File: src/rtl/gtmr_pkg.sv
`timescale 1ns/1ps
package gtmr_pkg;
  typedef enum logic [1:0] {
    CS_QUARTER = 2'b00,
    CS_SYS     = 2'b01,
    CS_EXT     = 2'b10,
    CS_NONE    = 2'b11
  } clk_sel_e;

  typedef enum logic [1:0] {
    GS_PIN    = 2'b00,
    GS_TRIG_A = 2'b01,
    GS_TRIG_B = 2'b10,
    GS_OFF    = 2'b11
  } gate_src_e;
endpackage

File: src/rtl/gtmr_tick_gen.sv
`timescale 1ns/1ps
module gtmr_tick_gen
  import gtmr_pkg::*;
#(
  parameter int SLOW_DIV = 4,
  parameter int PSC_W    = 2
) (
  input  logic             clk_i,
  input  logic             rst_ni,
  input  logic             run_i,
  input  logic [1:0]       clk_sel_i,
  input  logic [PSC_W-1:0] presc_i,
  input  logic             ext_i,
  input  logic             ext_sync_i,
  output logic             tick_o
);
  localparam int DIV_W  = (SLOW_DIV > 1) ? $clog2(SLOW_DIV) : 1;
  localparam int PCNT_W = (1 << PSC_W) - 1;

  logic [2:0]        ext_sh_q;
  logic              ext_smp, ext_prv, ext_rise, ext_fall;
  logic [1:0]        sel_q;
  logic              restart;
  logic              ext_armed_q;
  logic [DIV_W-1:0]  div_q;
  logic              src_tick;
  logic [PCNT_W-1:0] psc_q, psc_lim;

  always_ff @(posedge clk_i or negedge rst_ni) begin
    if (!rst_ni) ext_sh_q <= '0;
    else         ext_sh_q <= {ext_sh_q[1:0], ext_i};
  end

  // short path taps one stage earlier
  assign ext_smp  = ext_sync_i ? ext_sh_q[1] : ext_sh_q[0];
  assign ext_prv  = ext_sync_i ? ext_sh_q[2] : ext_sh_q[1];
  assign ext_rise = ext_smp & ~ext_prv;
  assign ext_fall = ~ext_smp & ext_prv;

  always_ff @(posedge clk_i or negedge rst_ni) begin
    if (!rst_ni) sel_q <= CS_QUARTER;
    else         sel_q <= clk_sel_i;
  end

  assign restart = ~run_i | (clk_sel_i != sel_q);

  always_ff @(posedge clk_i or negedge rst_ni) begin
    if (!rst_ni)                             ext_armed_q <= 1'b0;
    else if (restart)                        ext_armed_q <= 1'b0;
    else if (ext_fall && clk_sel_i == CS_EXT) ext_armed_q <= 1'b1;
  end

  always_ff @(posedge clk_i or negedge rst_ni) begin
    if (!rst_ni)                              div_q <= '0;
    else if (restart)                         div_q <= '0;
    else if (div_q == DIV_W'(SLOW_DIV - 1))   div_q <= '0;
    else                                      div_q <= div_q + DIV_W'(1);
  end

  always_comb begin
    unique case (clk_sel_i)
      CS_QUARTER: src_tick = run_i & (div_q == DIV_W'(SLOW_DIV - 1));
      CS_SYS:     src_tick = run_i;
      CS_EXT:     src_tick = run_i & ext_armed_q & ext_rise;
      default:    src_tick = 1'b0;
    endcase
  end

  always_comb begin
    for (int i = 0; i < PCNT_W; i++) psc_lim[i] = (i < int'(presc_i));
  end

  always_ff @(posedge clk_i or negedge rst_ni) begin
    if (!rst_ni)                    psc_q <= '0;
    else if (restart)               psc_q <= '0;
    else if (src_tick) begin
      if (psc_q >= psc_lim)         psc_q <= '0;
      else                          psc_q <= psc_q + PCNT_W'(1);
    end
  end

  assign tick_o = src_tick & (psc_q >= psc_lim);

  // quarter-rate ticks never come back to back
  a_r1_quarter_spacing: assert property (@(posedge clk_i) disable iff (!rst_ni)
    run_i && clk_sel_i == CS_QUARTER && $stable(clk_sel_i) && tick_o |=> !tick_o);

  // no external count before the first falling edge after restart
  a_r2_ext_needs_fall: assert property (@(posedge clk_i) disable iff (!rst_ni)
    restart |=> !(clk_sel_i == CS_EXT && tick_o));
endmodule

File: src/rtl/gtmr_gate.sv
`timescale 1ns/1ps
module gtmr_gate
  import gtmr_pkg::*;
(
  input  logic       clk_i,
  input  logic       rst_ni,
  input  logic       run_i,
  input  logic [1:0] gate_src_i,
  input  logic       gate_pol_i,
  input  logic       gate_tgl_i,
  input  logic       gate_sp_i,
  input  logic       go_set_i,
  input  logic       gate_pin_i,
  input  logic       trig_a_i,
  input  logic       trig_b_i,
  output logic       gate_lvl_o,
  output logic       gate_fall_o,
  output logic       busy_o
);
  logic [1:0] pin_sync_q;
  logic       raw, gq, gq_d_q, tff_q;
  logic       gated, gated_d_q;
  logic       busy_q, sp_act_q;
  logic       eff, gval_q;

  always_ff @(posedge clk_i or negedge rst_ni) begin
    if (!rst_ni) pin_sync_q <= '0;
    else         pin_sync_q <= {pin_sync_q[0], gate_pin_i};
  end

  always_comb begin
    unique case (gate_src_i)
      GS_PIN:    raw = pin_sync_q[1];
      GS_TRIG_A: raw = trig_a_i;
      GS_TRIG_B: raw = trig_b_i;
      default:   raw = 1'b0;
    endcase
  end

  assign gq = (gate_src_i == GS_OFF) ? 1'b0 : (gate_pol_i ? raw : ~raw);

  always_ff @(posedge clk_i or negedge rst_ni) begin
    if (!rst_ni) begin
      gq_d_q    <= 1'b0;
      gated_d_q <= 1'b0;
      gval_q    <= 1'b0;
    end else begin
      gq_d_q    <= gq;
      gated_d_q <= gated;
      gval_q    <= eff;
    end
  end

  always_ff @(posedge clk_i or negedge rst_ni) begin
    if (!rst_ni)                   tff_q <= 1'b0;
    else if (!run_i || !gate_tgl_i) tff_q <= 1'b0;
    else if (gq && !gq_d_q)        tff_q <= ~tff_q;
  end

  assign gated = gate_tgl_i ? tff_q : gq;

  // single-pulse acquisition: arm, wait for a fresh rise, done on the fall
  always_ff @(posedge clk_i or negedge rst_ni) begin
    if (!rst_ni) begin
      busy_q   <= 1'b0;
      sp_act_q <= 1'b0;
    end else if (!gate_sp_i) begin
      busy_q   <= 1'b0;
      sp_act_q <= 1'b0;
    end else if (!busy_q) begin
      busy_q   <= go_set_i;
      sp_act_q <= 1'b0;
    end else if (!sp_act_q && gated && !gated_d_q) begin
      sp_act_q <= 1'b1;
    end else if (sp_act_q && !gated) begin
      busy_q   <= 1'b0;
      sp_act_q <= 1'b0;
    end
  end

  assign eff = gate_sp_i ? (busy_q & gated & (sp_act_q | ~gated_d_q)) : gated;

  assign gate_lvl_o  = gval_q;
  assign gate_fall_o = gval_q & ~eff;
  assign busy_o      = busy_q;

  // done coincides with the end of the acquired pulse
  a_r8_done_on_fall: assert property (@(posedge clk_i) disable iff (!rst_ni)
    $fell(busy_q) && $past(gate_sp_i) && gate_sp_i |-> $fell(gval_q));

  // an idle single-pulse unit never opens the gate
  a_r8_idle_closed: assert property (@(posedge clk_i) disable iff (!rst_ni)
    gate_sp_i && !busy_q |=> !gval_q);

  // the disabled source never opens the gate outside toggle/single-pulse
  a_r5_off_closed: assert property (@(posedge clk_i) disable iff (!rst_ni)
    gate_src_i == GS_OFF && !gate_tgl_i |=> !gval_q);
endmodule

File: src/rtl/gated_timer.sv
`timescale 1ns/1ps
module gated_timer
  import gtmr_pkg::*;
#(
  parameter int CNT_W    = 16,
  parameter int PSC_W    = 2,
  parameter int SLOW_DIV = 4
) (
  input  logic             clk_i,
  input  logic             rst_ni,
  input  logic             run_i,
  input  logic [1:0]       clk_sel_i,
  input  logic [PSC_W-1:0] presc_i,
  input  logic             ext_cnt_i,
  input  logic             ext_sync_i,
  input  logic             gate_en_i,
  input  logic [1:0]       gate_src_i,
  input  logic             gate_pol_i,
  input  logic             gate_tgl_i,
  input  logic             gate_sp_i,
  input  logic             go_set_i,
  input  logic             gate_pin_i,
  input  logic             trig_a_i,
  input  logic             trig_b_i,
  input  logic             flag_clr_i,
  output logic [CNT_W-1:0] cnt_o,
  output logic             ovf_flag_o,
  output logic             gate_flag_o,
  output logic             gate_lvl_o,
  output logic             busy_o
);
  localparam logic [CNT_W-1:0] CNT_MAX = '1;

  logic             tick, gate_lvl, gate_fall, inc;
  logic [CNT_W-1:0] cnt_q;
  logic             ovf_q, gflag_q;

  gtmr_tick_gen #(.SLOW_DIV(SLOW_DIV), .PSC_W(PSC_W)) i_tick (
    .clk_i      (clk_i),
    .rst_ni     (rst_ni),
    .run_i      (run_i),
    .clk_sel_i  (clk_sel_i),
    .presc_i    (presc_i),
    .ext_i      (ext_cnt_i),
    .ext_sync_i (ext_sync_i),
    .tick_o     (tick)
  );

  gtmr_gate i_gate (
    .clk_i       (clk_i),
    .rst_ni      (rst_ni),
    .run_i       (run_i),
    .gate_src_i  (gate_src_i),
    .gate_pol_i  (gate_pol_i),
    .gate_tgl_i  (gate_tgl_i),
    .gate_sp_i   (gate_sp_i),
    .go_set_i    (go_set_i),
    .gate_pin_i  (gate_pin_i),
    .trig_a_i    (trig_a_i),
    .trig_b_i    (trig_b_i),
    .gate_lvl_o  (gate_lvl),
    .gate_fall_o (gate_fall),
    .busy_o      (busy_o)
  );

  assign inc = run_i & tick & (~gate_en_i | gate_lvl);

  always_ff @(posedge clk_i or negedge rst_ni) begin
    if (!rst_ni)  cnt_q <= '0;
    else if (inc) cnt_q <= cnt_q + CNT_W'(1);
  end

  // set wins over clear
  always_ff @(posedge clk_i or negedge rst_ni) begin
    if (!rst_ni) begin
      ovf_q   <= 1'b0;
      gflag_q <= 1'b0;
    end else begin
      if (inc && cnt_q == CNT_MAX) ovf_q <= 1'b1;
      else if (flag_clr_i)         ovf_q <= 1'b0;
      if (gate_en_i && gate_fall)  gflag_q <= 1'b1;
      else if (flag_clr_i)         gflag_q <= 1'b0;
    end
  end

  assign cnt_o       = cnt_q;
  assign ovf_flag_o  = ovf_q;
  assign gate_flag_o = gflag_q;
  assign gate_lvl_o  = gate_lvl;

  a_r4_hold_when_off: assert property (@(posedge clk_i) disable iff (!rst_ni)
    !run_i |=> $stable(cnt_q));

  a_r5_gate_blocks: assert property (@(posedge clk_i) disable iff (!rst_ni)
    gate_en_i && !gate_lvl |=> $stable(cnt_q));

  a_r9_wrap_sets_flag: assert property (@(posedge clk_i) disable iff (!rst_ni)
    $rose(ovf_q) |-> cnt_q == '0);

  a_r10_flag_on_fall: assert property (@(posedge clk_i) disable iff (!rst_ni)
    $rose(gflag_q) |-> $fell(gate_lvl));
endmodule

File: config.mk
export PLATFORM = sky130hd
export DESIGN_NAME = gated_timer
export DESIGN_NICKNAME = d
export VERILOG_FILES = /design/src/rtl/gtmr_pkg.sv /design/src/rtl/gtmr_tick_gen.sv /design/src/rtl/gtmr_gate.sv /design/src/rtl/gated_timer.sv
export SDC_FILE = /design/constraint.sdc
export NUM_CORES = 1
export LEC_CHECK = 0
export CELL_PAD_IN_SITES_DETAIL_PLACEMENT = 2
export CELL_PAD_IN_SITES_GLOBAL_PLACEMENT = 2
export CORE_MARGIN = 1
export CORE_UTILIZATION = 35
export DETAILED_ROUTE_END_ITERATION = 10
export DONT_BUFFER_PORTS = 1
export PLACE_DENSITY_LB_ADDON = 0.25
export SLEW_MARGIN = 15
export SYNTH_ARGS = -nofsm -noshare
export SYNTH_HDL_FRONTEND = slang
export SYNTH_SLANG_ARGS = --single-unit
File: constraint.sdc
create_clock -name clk_i -period 1.7 [get_ports clk_i]
set_input_delay 0.425 -clock clk_i [delete_from_list [all_inputs] [get_ports clk_i]]
set_output_delay 0.425 -clock clk_i [all_outputs]
set_load 0.01 [all_outputs]
==> results.toml <==
[timing]
hold_ws_ns = 0.163
postLayoutSetupSlackWorst_ns = -0.0151
hold_violations = 0
setup_viol = 3
min_period_ns = 1.72
fin_crit_sh_pct = 101
rsz0062_at_grt = "true"
drv_slew = 0
worst_pin_slew_ns = 0.406
finalClockSkew_ns = 0.00589
relSlewSlack_pct = 72.9
max_freq_mhz = 583
fin_setup_tns_ns = -0.0322

[synth]
synth_cell_types = 43
synth_warnings = 0
async_flop_share_pct = 100
synth-seq-area-share_pct = 52.1
syn-instance-count = 151
netlist_area_sq_um = 1780
ys_dominant_reg_cell = "dfrtp_1"
synth_edf_count = 0
ys_ff_latch = 37
syn-num-nets = 177
syn_avg_cell_area_sq_um = 11.8

[route]
vias = 1297
route.detailed.drc = 0
postRouteAntennaNets = 0
viasPerCell = 5.32
routed_wl_microns = 4460
wl_per_cell_microns = 18.3
firstDrtPassIters = 4
drt_iter0_drc = 37

[floorplanning]
initial_core_util_pct = 36.9
row_count = 25
io-pin-count = 40
core-area_sq_um = 4820
die_x_microns = 73.2
die_area_sq_um = 5360
die_y_microns = 73.2

[placement]
hpwl_microns = 3070
place_area_sq_um = 1960
globalplace.congestion = 0.739
dp.cells = 227
port_buffers = 0
pre_cts_slack_ns = -0.248

[global_routing]
grt_pass1_vias = 1463
grt_pass1_wl_microns = 7270
grt_max_degree = 38
grt_use_total_pct = 18.5
antenna_found_initial = 0
grt-ovfl-total = 0

[critical_path]
reg2reg_slack_ns = -0.02
path_class = "reg2reg"
r2r-start = "i_tick.psc_q[2]$_DFFE_PN0P_"
arrival_ns = 1.88
r2r-end = "cnt_o[4]$_DFFE_PN0P_"
path_max_fanout = 6
end_kind = "flop"
startpoint_type = "flop"
crit_required_ns = 1.87
r2r_cells = 6

[cells_and_area]
layout_common_cells = "37 x dfrtp_1, 14 x buf_4, 13 x xnor2_1"
nets = 202
stdcell_area_sq_um = 2230
mostFrequentLayoutCell = "dfrtp_1"
multi_input_area_sq_um = 927
fillerInstances = 502
regArea_sq_um = 926
fin_util_pct = 46.2
syn_to_final_growth_pct = 25.4
diodes = 0
drive_gt1_share_pct = 33.3
instances_no_fill = 244

[clock_tree]
cts_root_buf = "clkbuf_8"
cts_buffers = 5
insertion_delay_ns = 0.29
cts_tree = "yes"
cts.sinks = 37
clk_pin_slew_ns = 0.07
cts-htree-levels = 2
cts_buffer_depth = 2

[power]
p_leak_nw = 1.02
peakVddDrop_mv = 0.367
power.total_mw = 1.82
p_per_area_nw_per_um2 = 818

[status]
status = "finished with violations"
violations = "negative setup slack"

[min_path]
hold_path_depth = 0
min_from = "clk_sel_i[0]"
min_to = "i_tick.sel_q[0]$_DFF_PN0_"
hold_path_class = "in2reg"

[job]
drv_cap = 0
flip-flops by register name (all words and copies together) (netlist names):
signal              flops
i_tick.ext_armed_q      1
gate_flag_o             1
i_gate.busy_o           1
i_tick.ext_sh_q         3
i_gate.sp_act_q         1
i_gate.pin_sync_q       2
i_gate.gate_lvl_o       1
i_gate.tff_q            1
cnt_o                  16
i_tick.div_q            2
i_tick.sel_q            2
i_gate.gated_d_q        1
i_gate.gq_d_q           1
ovf_flag_o              1
i_tick.psc_q            3
worst max-delay path by stage:
| stage | slack [ns] | start | cells past startpoint | end |
|---|---|---|---|---|
| detailed placement | -0.25 | presc_i[0] | 8 | cnt_o[9]$_DFFE_PN0P_ |
| finish | -0.02 | i_tick.psc_q[2]$_DFFE_PN0P_ | 6 | cnt_o[4]$_DFFE_PN0P_ |
| CTS | 0.002 | i_tick.psc_q[1]$_DFFE_PN0P_ | 7 | cnt_o[9]$_DFFE_PN0P_ |
| global route | -0.08 | i_tick.ext_sh_q[1]$_DFF_PN0_ | 5 | cnt_o[4]$_DFFE_PN0P_ |
| global placement | -0.15 | presc_i[0] | 6 | cnt_o[1]$_DFFE_PN0P_ |
| floorplan | -0.12 | presc_i[0] | 8 | cnt_o[15]$_DFFE_PN0P_ |
worst max-delay path, cell delays in order (launching register included):
cell,delay [ns]
dfrtp_1,0.42
ha_4,0.29
nand2_1,0.09
o21ai_4,0.16
o211a_4,0.26
nand4_1,0.19
xnor2_2,0.19
report_power, final:
part	switching (mW)	internal [mW]	leakage, nW	total, mW
Combinational	0.123	0.108	0.490	0.231
Sequential	0.0677	0.933	0.490	1.00
Clock	0.305	0.284	0.0450	0.589
Total	0.496	1.33	1.02	1.82
synth_stat cells (2+ instances only):
| cell | number | area share (%) |
|---|---|---|
| xor2_1 | 5 | 2.5 |
| o22ai_1 | 2 | 0.70 |
| ha_1 | 6 | 4.2 |
| nor3_1 | 6 | 1.7 |
| and4_1 | 3 | 1.5 |
| nor2_1 | 7 | 1.5 |
| xnor2_1 | 15 | 7.4 |
| nor2b_1 | 2 | 0.70 |
| o21ai_0 | 3 | 0.85 |
| inv_1 | 11 | 2.3 |
| a211oi_2 | 2 | 1.4 |
| nand2_1 | 9 | 1.9 |
| dfrtp_1 | 37 | 52 |
| nand3_1 | 6 | 1.7 |
| nand4_1 | 3 | 1.1 |
| nand3_2 | 3 | 1.7 |
| and3_1 | 5 | 1.8 |
routing by layer:
layer | global-route usage, % | wire length (microns) | part of all wire, %
met5 | 0 | 0 | 0
met4 | 7.19 | 59 | 1.3
met3 | 5.66 | 287 | 6.4
met2 | 33.7 | 2390 | 54
met1 | 19.8 | 1720 | 39
cells by family (layout without fill, tap and decap cells):
| family | Yosys count | in the layout | synth area share, % |
|---|---|---|---|
| and+or+nand+nor | 53 | 53 | 18.0 |
| buffers and inverters | 12 | 37 | 2.96 |
| DFF | 37 | 37 | 52.1 |
| muxes | 3 | 3 | 1.83 |
| AOI/OAI and AO/OA | 20 | 21 | 10.9 |
| xor gates and xnor gates | 20 | 20 | 9.87 |
| adders and majority gates | 6 | 6 | 4.23 |
area by class of cell:
class	count	share of cell area, %
multi-input combinational	103	41.6
clock buffer	6	3.26
sequential	37	41.6
timing repair buffer	18	7.47
tap	67	3.76
clock inverter	2	0.449
inverter	11	1.85
repair_timing:
action,CTS,global route
hold endpoints to repair,37,0
gates cloned,1,0
pin swaps,3,9
endpoints found under the setup margin,8,17
setup buffers,3,3
hold buffers,2,0
resized for setup,6,12
No activity file was read; power rests on OpenSTA's default activity.
